==> src/rtl/lcdt_pkg.sv <==
package lcdt_pkg;

    // Panel geometry in pixel times and lines
    parameter int H_ACT     = 320;
    parameter int H_TOTAL   = 336;
    parameter int H_PULSE   = 2;
    parameter int H_LEAD    = 7;
    parameter int V_VIS     = 240;
    parameter int V_PRE     = 2;
    parameter int V_POST    = 2;
    parameter int V_PULSE   = 2;
    parameter int MAX_CPP   = 3;

    // Adapter pipeline correction in port clocks, per clocks-per-pixel
    parameter int CORR_CPP1 = 0;
    parameter int CORR_CPP2 = 3;
    parameter int CORR_CPP3 = 5;

    localparam int V_TOTAL  = V_PRE + V_VIS + V_POST;
    localparam int HCW      = $clog2(H_TOTAL * MAX_CPP);
    localparam int VCW      = $clog2(V_TOTAL);

    typedef enum logic [1:0] {
        FMT_W16_565 = 2'd0,
        FMT_W8_565  = 2'd1,
        FMT_W8_888  = 2'd2,
        FMT_BAD     = 2'd3
    } fmt_e;

    // Per-mode horizontal limits, all in port clocks; act_hi is exclusive
    typedef struct packed {
        logic           valid;
        logic [HCW-1:0] period;
        logic [HCW-1:0] hs_w;
        logic [HCW-1:0] vs_w;
        logic [HCW-1:0] act_lo;
        logic [HCW-1:0] act_hi;
    } hlim_t;

endpackage

==> src/rtl/lcdt_timing_decode.sv <==
module lcdt_timing_decode
    import lcdt_pkg::*;
(
    input  fmt_e  fmt_i,
    output hlim_t lim_o
);

    int cpp;
    int corr;

    always_comb begin
        lim_o = '0;
        unique case (fmt_i)
            FMT_W16_565: begin cpp = 1; corr = CORR_CPP1; lim_o.valid = 1'b1; end
            FMT_W8_565:  begin cpp = 2; corr = CORR_CPP2; lim_o.valid = 1'b1; end
            FMT_W8_888:  begin cpp = 3; corr = CORR_CPP3; lim_o.valid = 1'b1; end
            default:     begin cpp = 1; corr = 0;         lim_o.valid = 1'b0; end
        endcase
        lim_o.period = HCW'(H_TOTAL * cpp);
        lim_o.hs_w   = HCW'(H_PULSE * cpp);
        lim_o.vs_w   = HCW'(V_PULSE * cpp);
        lim_o.act_lo = HCW'(H_LEAD * cpp + corr);
        lim_o.act_hi = HCW'(H_LEAD * cpp + corr + H_ACT * cpp);
    end

endmodule

==> src/rtl/lcdt_hcount.sv <==
module lcdt_hcount
    import lcdt_pkg::*;
(
    input  logic           clk,
    input  logic           rst_n,
    input  logic           run_i,
    input  logic [HCW-1:0] period_i,
    output logic [HCW-1:0] hcnt_o,
    output logic           line_end_o
);

    typedef struct packed {
        logic [HCW-1:0] hcnt;
    } hst_t;

    hst_t st_d, st_q;

    always_comb begin
        st_d       = st_q;
        line_end_o = run_i && (st_q.hcnt == period_i - 1'b1);
        if (!run_i) begin
            st_d.hcnt = '0;
        end else if (line_end_o) begin
            st_d.hcnt = '0;
        end else begin
            st_d.hcnt = st_q.hcnt + 1'b1;
        end
    end

    always_ff @(posedge clk or negedge rst_n) begin
        if (!rst_n) begin
            st_q <= '0;
        end else begin
            st_q <= st_d;
        end
    end

    assign hcnt_o = st_q.hcnt;

    AST_HCNT_RANGE: assert property (@(posedge clk) disable iff (!rst_n)
        run_i |-> (st_q.hcnt < period_i)) else $error("column past period");
    AST_HCNT_WRAP: assert property (@(posedge clk) disable iff (!rst_n)
        line_end_o |=> (st_q.hcnt == '0)) else $error("column did not wrap");

endmodule

==> src/rtl/lcdt_vcount.sv <==
module lcdt_vcount
    import lcdt_pkg::*;
(
    input  logic           clk,
    input  logic           rst_n,
    input  logic           run_i,
    input  logic           line_end_i,
    output logic [VCW-1:0] line_o,
    output logic           frame_end_o
);

    typedef struct packed {
        logic [VCW-1:0] line;
    } vst_t;

    vst_t st_d, st_q;

    always_comb begin
        st_d        = st_q;
        frame_end_o = line_end_i && (st_q.line == VCW'(V_TOTAL - 1));
        if (!run_i) begin
            st_d.line = '0;
        end else if (frame_end_o) begin
            st_d.line = '0;
        end else if (line_end_i) begin
            st_d.line = st_q.line + 1'b1;
        end
    end

    always_ff @(posedge clk or negedge rst_n) begin
        if (!rst_n) begin
            st_q <= '0;
        end else begin
            st_q <= st_d;
        end
    end

    assign line_o = st_q.line;

    AST_LINE_RANGE: assert property (@(posedge clk) disable iff (!rst_n)
        st_q.line < VCW'(V_TOTAL)) else $error("line past frame");
    AST_LINE_STEP: assert property (@(posedge clk) disable iff (!rst_n)
        (run_i && line_end_i && !frame_end_o) |=> (st_q.line == $past(st_q.line) + 1'b1))
        else $error("line did not advance");
    AST_FRAME_WRAP: assert property (@(posedge clk) disable iff (!rst_n)
        frame_end_o |=> (st_q.line == '0)) else $error("frame did not wrap");

endmodule

==> src/rtl/lcdt_sync_decode.sv <==
module lcdt_sync_decode
    import lcdt_pkg::*;
(
    input  hlim_t          lim_i,
    input  logic [HCW-1:0] hcnt_i,
    input  logic [VCW-1:0] line_i,
    output logic           hs_n_o,
    output logic           vs_n_o,
    output logic           de_o
);

    logic in_cols;
    logic in_rows;

    always_comb begin
        in_cols = (hcnt_i >= lim_i.act_lo) && (hcnt_i < lim_i.act_hi);
        in_rows = (line_i >= VCW'(V_PRE)) && (line_i < VCW'(V_PRE + V_VIS));
        hs_n_o  = !(lim_i.valid && (hcnt_i < lim_i.hs_w));
        vs_n_o  = !(lim_i.valid && (line_i == '0) && (hcnt_i < lim_i.vs_w));
        de_o    = lim_i.valid && in_cols && in_rows;
    end

endmodule

==> src/rtl/lcd_timing_gen.sv <==
module lcd_timing_gen
    import lcdt_pkg::*;
(
    input  logic           clk,
    input  logic           rst_n,
    input  logic [1:0]     mode_i,
    output logic           hsync_n_o,
    output logic           vsync_n_o,
    output logic           de_o,
    output logic [HCW-1:0] h_count_o,
    output logic [VCW-1:0] v_line_o,
    output logic           mode_err_o
);

    typedef struct packed {
        fmt_e fmt;
        logic err;
    } top_t;

    top_t  st_d, st_q;
    hlim_t lim;
    logic  run;
    logic  line_end;
    logic  frame_end;
    logic  load;

    lcdt_timing_decode u_decode (
        .fmt_i (st_q.fmt),
        .lim_o (lim)
    );

    assign run = lim.valid;

    lcdt_hcount u_hcount (
        .clk        (clk),
        .rst_n      (rst_n),
        .run_i      (run),
        .period_i   (lim.period),
        .hcnt_o     (h_count_o),
        .line_end_o (line_end)
    );

    lcdt_vcount u_vcount (
        .clk         (clk),
        .rst_n       (rst_n),
        .run_i       (run),
        .line_end_i  (line_end),
        .line_o      (v_line_o),
        .frame_end_o (frame_end)
    );

    lcdt_sync_decode u_sync (
        .lim_i  (lim),
        .hcnt_i (h_count_o),
        .line_i (v_line_o),
        .hs_n_o (hsync_n_o),
        .vs_n_o (vsync_n_o),
        .de_o   (de_o)
    );

    // Mode is taken only while parked or on the last clock of a frame
    always_comb begin
        st_d = st_q;
        load = !run || frame_end;
        if (load) begin
            st_d.fmt = fmt_e'(mode_i);
            st_d.err = (fmt_e'(mode_i) == FMT_BAD);
        end
    end

    always_ff @(posedge clk or negedge rst_n) begin
        if (!rst_n) begin
            st_q.fmt <= FMT_BAD;
            st_q.err <= 1'b0;
        end else begin
            st_q <= st_d;
        end
    end

    assign mode_err_o = st_q.err;

    AST_MODE_HOLD: assert property (@(posedge clk) disable iff (!rst_n)
        (run && !frame_end) |=> $stable(st_q.fmt)) else $error("mode changed mid-frame");
    AST_PARK_QUIET: assert property (@(posedge clk) disable iff (!rst_n)
        mode_err_o |-> (hsync_n_o && vsync_n_o && !de_o && h_count_o == '0 && v_line_o == '0))
        else $error("parked generator active");
    AST_VS_FIRST_LINE: assert property (@(posedge clk) disable iff (!rst_n)
        !vsync_n_o |-> (v_line_o == '0 && !hsync_n_o)) else $error("vsync off line 0");
    AST_DE_AFTER_HS: assert property (@(posedge clk) disable iff (!rst_n)
        de_o |-> hsync_n_o) else $error("data enable inside hsync");
    AST_DE_VISIBLE: assert property (@(posedge clk) disable iff (!rst_n)
        de_o |-> (v_line_o >= VCW'(V_PRE) && v_line_o < VCW'(V_PRE + V_VIS)))
        else $error("data enable on blanking line");

endmodule

==> config.mk <==
export PLATFORM = sky130hd
export DESIGN_NAME = lcd_timing_gen
export DESIGN_NICKNAME = d
export VERILOG_FILES = /design/src/rtl/lcdt_pkg.sv /design/src/rtl/lcdt_timing_decode.sv /design/src/rtl/lcdt_hcount.sv /design/src/rtl/lcdt_vcount.sv /design/src/rtl/lcdt_sync_decode.sv /design/src/rtl/lcd_timing_gen.sv
export SDC_FILE = /design/constraint.sdc
export NUM_CORES = 1
export LEC_CHECK = 0
export ABC_AREA = 1
export CORE_UTILIZATION = 40
export CTS_BUF_LIST = sky130_fd_sc_hd__clkbuf_8
export CTS_CLUSTER_SIZE = 40
export DETAILED_ROUTE_END_ITERATION = 16
export DONT_BUFFER_PORTS = 1
export PLACE_DENSITY = 0.54
export SLEW_MARGIN = 5
export SYNTH_ARGS = -nofsm -noshare
export SYNTH_HDL_FRONTEND = slang
export SYNTH_SLANG_ARGS = --single-unit
==> constraint.sdc <==
create_clock -name clk -period 2.3 [get_ports clk]
set_clock_uncertainty 0.1 [all_clocks]
set_input_delay 0.46 -clock clk [delete_from_list [all_inputs] [get_ports clk]]
set_output_delay 0.46 -clock clk [all_outputs]
set_load 0.02 [all_outputs]
==> out/qor.yml, run 1 <==
status: "finished, violations left"
violations: "negative setup slack"
drive_above_1_share: 0.295
yosys.area.top_type: "dfrtp_1"
p_per_area_nw_per_um2: 1210
synth_top_area_frac: 0.275
place_congestion: 0.809
drv_cap: 0
cts_htree_levels: 1
grt_max_degree: 22
synth_edf_count: 0
slew_headroom: 0.339
wl_per_cell_um: 12.9
hold-worst-slack_ps: 169
ff_latch_area_um2: 528
peakVddDrop_mv: 0.759
core-area_um2: 4090
syn_inst: 239
timing.final.ws_setup_ps: -576
clkTransAtPathRegs_ps: 80
fin_crit_ps: 2880
critPathKind: "reg2out"
synth_seq_cells: 21
async_flop_share: 1.00
vias: 1546
ys_seq_area_frac: 0.306
antenna_left: 0
grt_pass1_vias: 1492
synth_cell_types: 29
syn_to_final_growth_pct: 28.0
fp-row-count: 23
finalCritPeriodShare: 1.25
viasPerCell: 4.82
numPortBuffers: 0
yosys_warnings: 0
hold_viol_final: 0
synthesis.nets: 264
hp-class: "in2reg"
worstPathArrival_ps: 2320
route.met3.wl_um: 138
max_freq_ghz: 0.348
cts_tree: "built"
wl_met1_mm: 2.14
root_buffer: "clkbuf_8"
diodes: 0
crit_path_end_kind: "primary output"
worst_path_largest_cell_delay_ps: 580
die_h_um: 67.7
grt.total_usage: 0.205
worstPathCellList: "ha_4 -> buf_4 -> buf_6 -> ha_1 -> a21o_1 -> nor2_1 -> nand2_1 -> nor2_1 -> nand3_1 -> nor2_4"
drc: 0
die_w_um: 67.7
clkLatencyLatePin_ps: 270
ys_top_cells_by_area: "dfrtp_1, ha_1, nand2_1"
wirelength_mm: 4.16
critPathSlowestCell: "dfstp_2"
wl_met2_mm: 1.80
post-synth-top-count-cell: "nand2_1"
nets: 297
final.setup.tns_ps: -1570
dp_hpwl_mm: 3.22
die-area_um2: 4590
grt_overflow: 0
clockBufferDepth: 2
critPathMaxFanout: 5
path_common_cell: "nor2_1"
multiInputGateArea_um2: 1180
first_pass_iters: 4
syn_area_um2: 1730
start_util: 0.423
cts_sinks: 21
cp_data_required_time_ps: 1740
drtIter0Drc: 57
startpoint_type: "flop"
io_pins: 26
slew_violations: 0
top_layer: "met4"
grt_pass1_wl_mm: 6.87
synth_area_per_cell_um2: 7.23
ys.flop_type: "dfrtp_1"
power_w: 0.00268
tightest_slew_ps: 989
cts_buffers: 3
ys_top_cells_by_count: "nand2_1, nor2_1, inv_1, ha_1, dfrtp_1"
post-route-util: 0.541
cpLargestDelayFamily: "flip-flops"
grt_antenna_before_repair: 0
leakagePower_nw: 1.11
final-setup-viol-count: 7
grt_setup_unrepaired: "yes"
fill_cells: 407
crit_buf_inv: 2
## area by class of cell
| cell class | count | share of cell area |
|---|---|---|
| Multi-Input combinational cell | 180 | 0.536 |
| Sequential cell | 21 | 0.239 |
| Timing Repair Buffer | 29 | 0.114 |
| Inverter | 37 | 0.0628 |
| Tap cell | 50 | 0.0283 |
| Clock buffer | 3 | 0.0187 |
| Clock inverter | 1 | 0.00226 |
## per-layer routing
metal  GRT usage  vias to the layer above
li1            -                      826
met1       0.278                      688
met2       0.317                       26
met3      0.0507                        6
met4      0.0638                        0
met5           0                        -
## registers in the layout, summed over array words and instances, names as in the netlist
register / cells
st_q: 2
mode_err_o: 1
u_hcount.hcnt_o: 10
u_vcount.line_o: 8
## worst paths after layout
kind / from / end / slack [ps] / depth (start not counted)
min: mode_i[1] / st_q[2] / 170 / 2
min reg2reg: u_hcount.hcnt_o[0] / u_hcount.hcnt_o[0] / 500 / 2
max in group asynchronous: rst_n / u_hcount.hcnt_o[1] / 800 / 1
min in group asynchronous: rst_n / u_hcount.hcnt_o[7] / 690 / 1
max: st_q[2] / de_o / -580 / 10
max reg2reg: st_q[2] / st_q[2] / -30 / 13
## kinds of logic (layout without fill, tap and decap cells)
family                     Yosys count  count (layout)  synth area share
buffers and inverters               38              70            0.0891
AOI/OAI and AO/OA                   23              23            0.0934
muxes                                1               1           0.00579
DFF                                 21              21             0.306
and+or+nand+nor                    135             135             0.354
adders and majority gates           21              21             0.152
## placed cells by master (no fill, tap or decap)
cell type / netlist / final
dfstp_2: 2 / 2
nand3b_1: 1 / 1
nor2_2: 1 / 5
nor2_4: 2 / 4
buf_12: 0 / 1
nor3_2: 2 / 2
dfrtp_1: 19 / 19
mux2i_1: 1 / 1
o21ai_1: 1 / 1
a21oi_1: 7 / 6
o2111ai_4: 0 / 1
inv_1: 33 / 31
o21ai_0: 3 / 1
nand2_1: 65 / 62
a31oi_1: 1 / 1
nor3_4: 0 / 1
buf_6: 0 / 5
a21oi_2: 5 / 6
ha_4: 0 / 4
nand2_8: 0 / 1
dlygate4sd3_1: 0 / 1
nand4_1: 7 / 7
clkbuf_8: 0 / 3
nor2_1: 34 / 28
nor3_1: 3 / 2
o211ai_1: 1 / 1
a21o_1: 1 / 1
nand2_4: 3 / 2
a21oi_4: 1 / 1
clkinv_2: 0 / 1
ha_1: 21 / 16
o31ai_2: 0 / 1
ha_2: 0 / 1
o21ai_2: 1 / 3
nand2_2: 5 / 8
nand3_1: 12 / 12
inv_2: 4 / 6
buf_4: 0 / 22
## worst reg2reg max path, stage by stage, from the launching register on
cell and delay, ps:
dfstp_2 580, ha_4 220, buf_4 130, buf_6 130, ha_4 260, nand2_2 50, buf_6 120, nor2_4 100
nand2_4 70, nor2_4 190, a21oi_4 130, inv_2 100, nand2_1 50, nand2_1 50
## power by group
| group | internal [W] | switching [W] | total (W) |
|---|---|---|---|
| combinational | 0.000849 | 0.00106 | 0.00190 |
| clock | 0.000121 | 0.000136 | 0.000257 |
| sequential | 0.000453 | 0.0000698 | 0.000522 |
## through the flow
stage | worst slack (ps) | area, um^2 | cells
after floorplan | -278 | 1770 | 239
after global placement | -290 | 2030 | 314
after detailed placement | -303 | 2030 | 314
after CTS | -585 | 2110 | 319
after global routing | -750 | 2210 | 321
final | -576 | 2210 | 321
## what timing repair did
item                                    4_1_cts  5_1_grt
hold buffers                                  1        0
setup buffers                                 0        3
endpoints found under the setup margin       23       23
pin swaps                                     6       17
gates resized for setup                       7       22
hold endpoints to repair                     21        0
Power figures use the tool's default switching activity.
==> inputs of run 2 (changes only) <==
GPL_TIMING_DRIVEN = 0   (was unset)
==> run 2 against run 1 <==
Against the previous run:
- the flow still finishes with violations (negative setup slack)
- clock power is 5% lower
- non-clock buffer count is 20 lower
- cell count is 6.2% lower
- via count is 2.8% lower
- sequential power is 26% higher
- design area is 8.4% lower
- sequential share of layout area is 2.2 points higher
- global-route usage is 2.0 points lower
- setup slack worse by 45 ps
- first-iteration DRC count is 32% higher
==> out/qor.yml, run 2 (synthesis gave the netlist of run 1 again) <==
diodes: 0  # unchanged
internal_power_w: 0.00123  # -14%
final-setup-viol-count: 8  # +1
first_pass_iters: 4  # unchanged
cts_buffers: 3  # unchanged
grt_pass1_vias: 1321  # -11%
die_w_um: 67.7  # unchanged
slew_headroom: 0.318  # -0.0212
drive_above_1_share: 0.211  # -0.0840
seq_power_share: 0.274  # +0.079
clkLatencyLatePin_ps: 260  # about the same
hold_viol_final: 0  # unchanged
dp_hpwl_mm: 2.98  # -7.5%
fill_cells: 400  # -1.7%
violations: "negative setup slack"
power_w: 0.00241  # -10%
vias: 1502  # -2.8%
tightest_slew_ps: 1020  # +31.7 ps
grt_max_degree: 22  # unchanged
status: "finished, violations left"
hp-class: "in2reg"
slew_violations: 0  # unchanged
io_pins: 26  # unchanged
cpLargestDelayFamily: "simple AND/OR/NAND/NOR gates"
antenna_left: 0  # unchanged
cts_sinks: 21  # unchanged
timing.final.ws_setup_ps: -621  # -45.4 ps
swShare: 0.489  # +0.0189
critPathKind: "reg2out"
place_congestion: 0.808  # -0.15%
clockBufferDepth: 2  # unchanged
largest_register_ffs: 10  # unchanged
worstPathArrival_ps: 2360  # +40 ps
peakVddDrop_mv: 0.602  # -21%
clkTransAtPathRegs_ps: 80  # about the same
leakagePower_nw: 1.01  # -9.0%
worst_path_largest_cell_delay_ps: 550  # -30 ps
switchingPower_w: 0.00118  # -6.7%
cts_htree_levels: 1  # unchanged
post-route-util: 0.496  # -0.0456
clock_power_share: 0.102  # +0.006
final_common_cell: "nand2_1"
wl_per_cell_um: 13.4  # +3.3%
hold_path_depth: 2  # unchanged
max_freq_ghz: 0.342  # -1.6%
nets: 277  # -6.7%
die-area_um2: 4590  # unchanged
core-area_um2: 4090  # unchanged
fin_crit_ps: 2920  # +45.4 ps
grt.total_usage: 0.186  # -0.0196
cts_tree: "built"
grt_pass1_wl_mm: 6.30  # -8.3%
worstPathCellList: "inv_2 -> ha_4 -> inv_2 -> o211ai_1 -> ha_1 -> nand2_2 -> inv_2 -> nand2_2 -> nand2_2 -> nand2_1 -> nand2_1 -> nor2_1 -> nand3_1 -> nor2_4"
grt_antenna_before_repair: 0  # unchanged
drtIter0Drc: 75  # +32%
start_util: 0.423  # unchanged
critPathSlowestCell: "dfstp_2"
finalCritPeriodShare: 1.27  # +0.0197
cp_data_required_time_ps: 1740  # about the same
drc: 0  # unchanged
syn_to_final_growth_pct: 17.2
mostFrequentLayoutCells: "nand2_1, nor2_1, inv_1"
fp-row-count: 23  # unchanged
drv_cap: 0  # unchanged
startpoint_type: "flop"
p_per_area_nw_per_um2: 1190  # -2.1%
grt_overflow: 0  # unchanged
combPwrFrac: 0.624  # -0.086
critPathMaxFanout: 2  # -3
die_h_um: 67.7  # unchanged
crit_path_end_kind: "primary output"
root_buffer: "clkbuf_8"
path_depth: 14  # +4
crit_buf_inv: 3  # +1
grt_setup_unrepaired: "yes"
viasPerCell: 4.99  # +3.6%
wirelength_mm: 4.03  # -3.1%
worstRegToRegCells: 12  # -1
numPortBuffers: 0  # unchanged
[run 2: power by group through the flow]
stage,combinational [W],sequential (W),clock [W]
floorplan,0.000962,0.000624,0
detailed placement,0.00116,0.000665,0
finish,0.00150,0.000660,0.000245
global placement,0.00115,0.000665,0
global route,0.00168,0.000671,0.000272
CTS,0.00137,0.000653,0.000257
[run 2: final timing paths]
kind / start / endpoint / slack (ps)
min reg2reg: st_q[2] / st_q[2] / 420
min in group asynchronous: rst_n / u_vcount.line_o[5] / 720
max in group asynchronous: rst_n / u_hcount.hcnt_o[3] / 770
min: mode_i[0] / st_q[1] / 180
max reg2reg: st_q[1] / u_vcount.line_o[1] / -40
max: st_q[1] / de_o / -620
[run 2: per-stage QoR]
stage / TNS (ps) / setup slack, ps / cells / instance area (um^2) / hold WS, ps
3_5_place_dp: -747 / -476 / 289 / 1830 / 64.9
6_report: -1350 / -621 / 301 / 2030 / 178
5_1_grt: -2770 / -765 / 301 / 2030 / 178
2_1_floorplan: -304 / -278 / 239 / 1770 / 64.4
3_3_place_gp: -643 / -472 / 289 / 1830 / 64.8
4_1_cts: -1380 / -641 / 299 / 1970 / 174
[run 2: per-layer routing]
layer  global-route usage  part of all wire  vias up
met5                    0                 0        -
met4               0.0319            0.0079        0
met3               0.0321             0.037        4
met2                0.292              0.45       30
met1                0.264              0.50      678
li1                     -                 -      790
[run 2: timing repair]
item | in CTS | in global routing
pin swaps | 10 | 8
setup buffers | 4 | 2
endpoints found under the setup margin | 13 | 21
endpoints found under the hold margin | 21 | 0
gates resized for setup | 5 | 9
hold buffers | 1 | 0
gates cloned | 1 | 0
[run 2: cell type report]
cell class	count	area, um^2	share of cell area
sequential	21	528	0.261
clock inverter	1	3.75	0.00185
timing repair buffer	8	87.6	0.0432
tap	50	62.6	0.0309
multi-input combinational	180	1150	0.567
buffer	1	15.0	0.00741
inverter	37	139	0.0686
clock buffer	3	41.3	0.0204
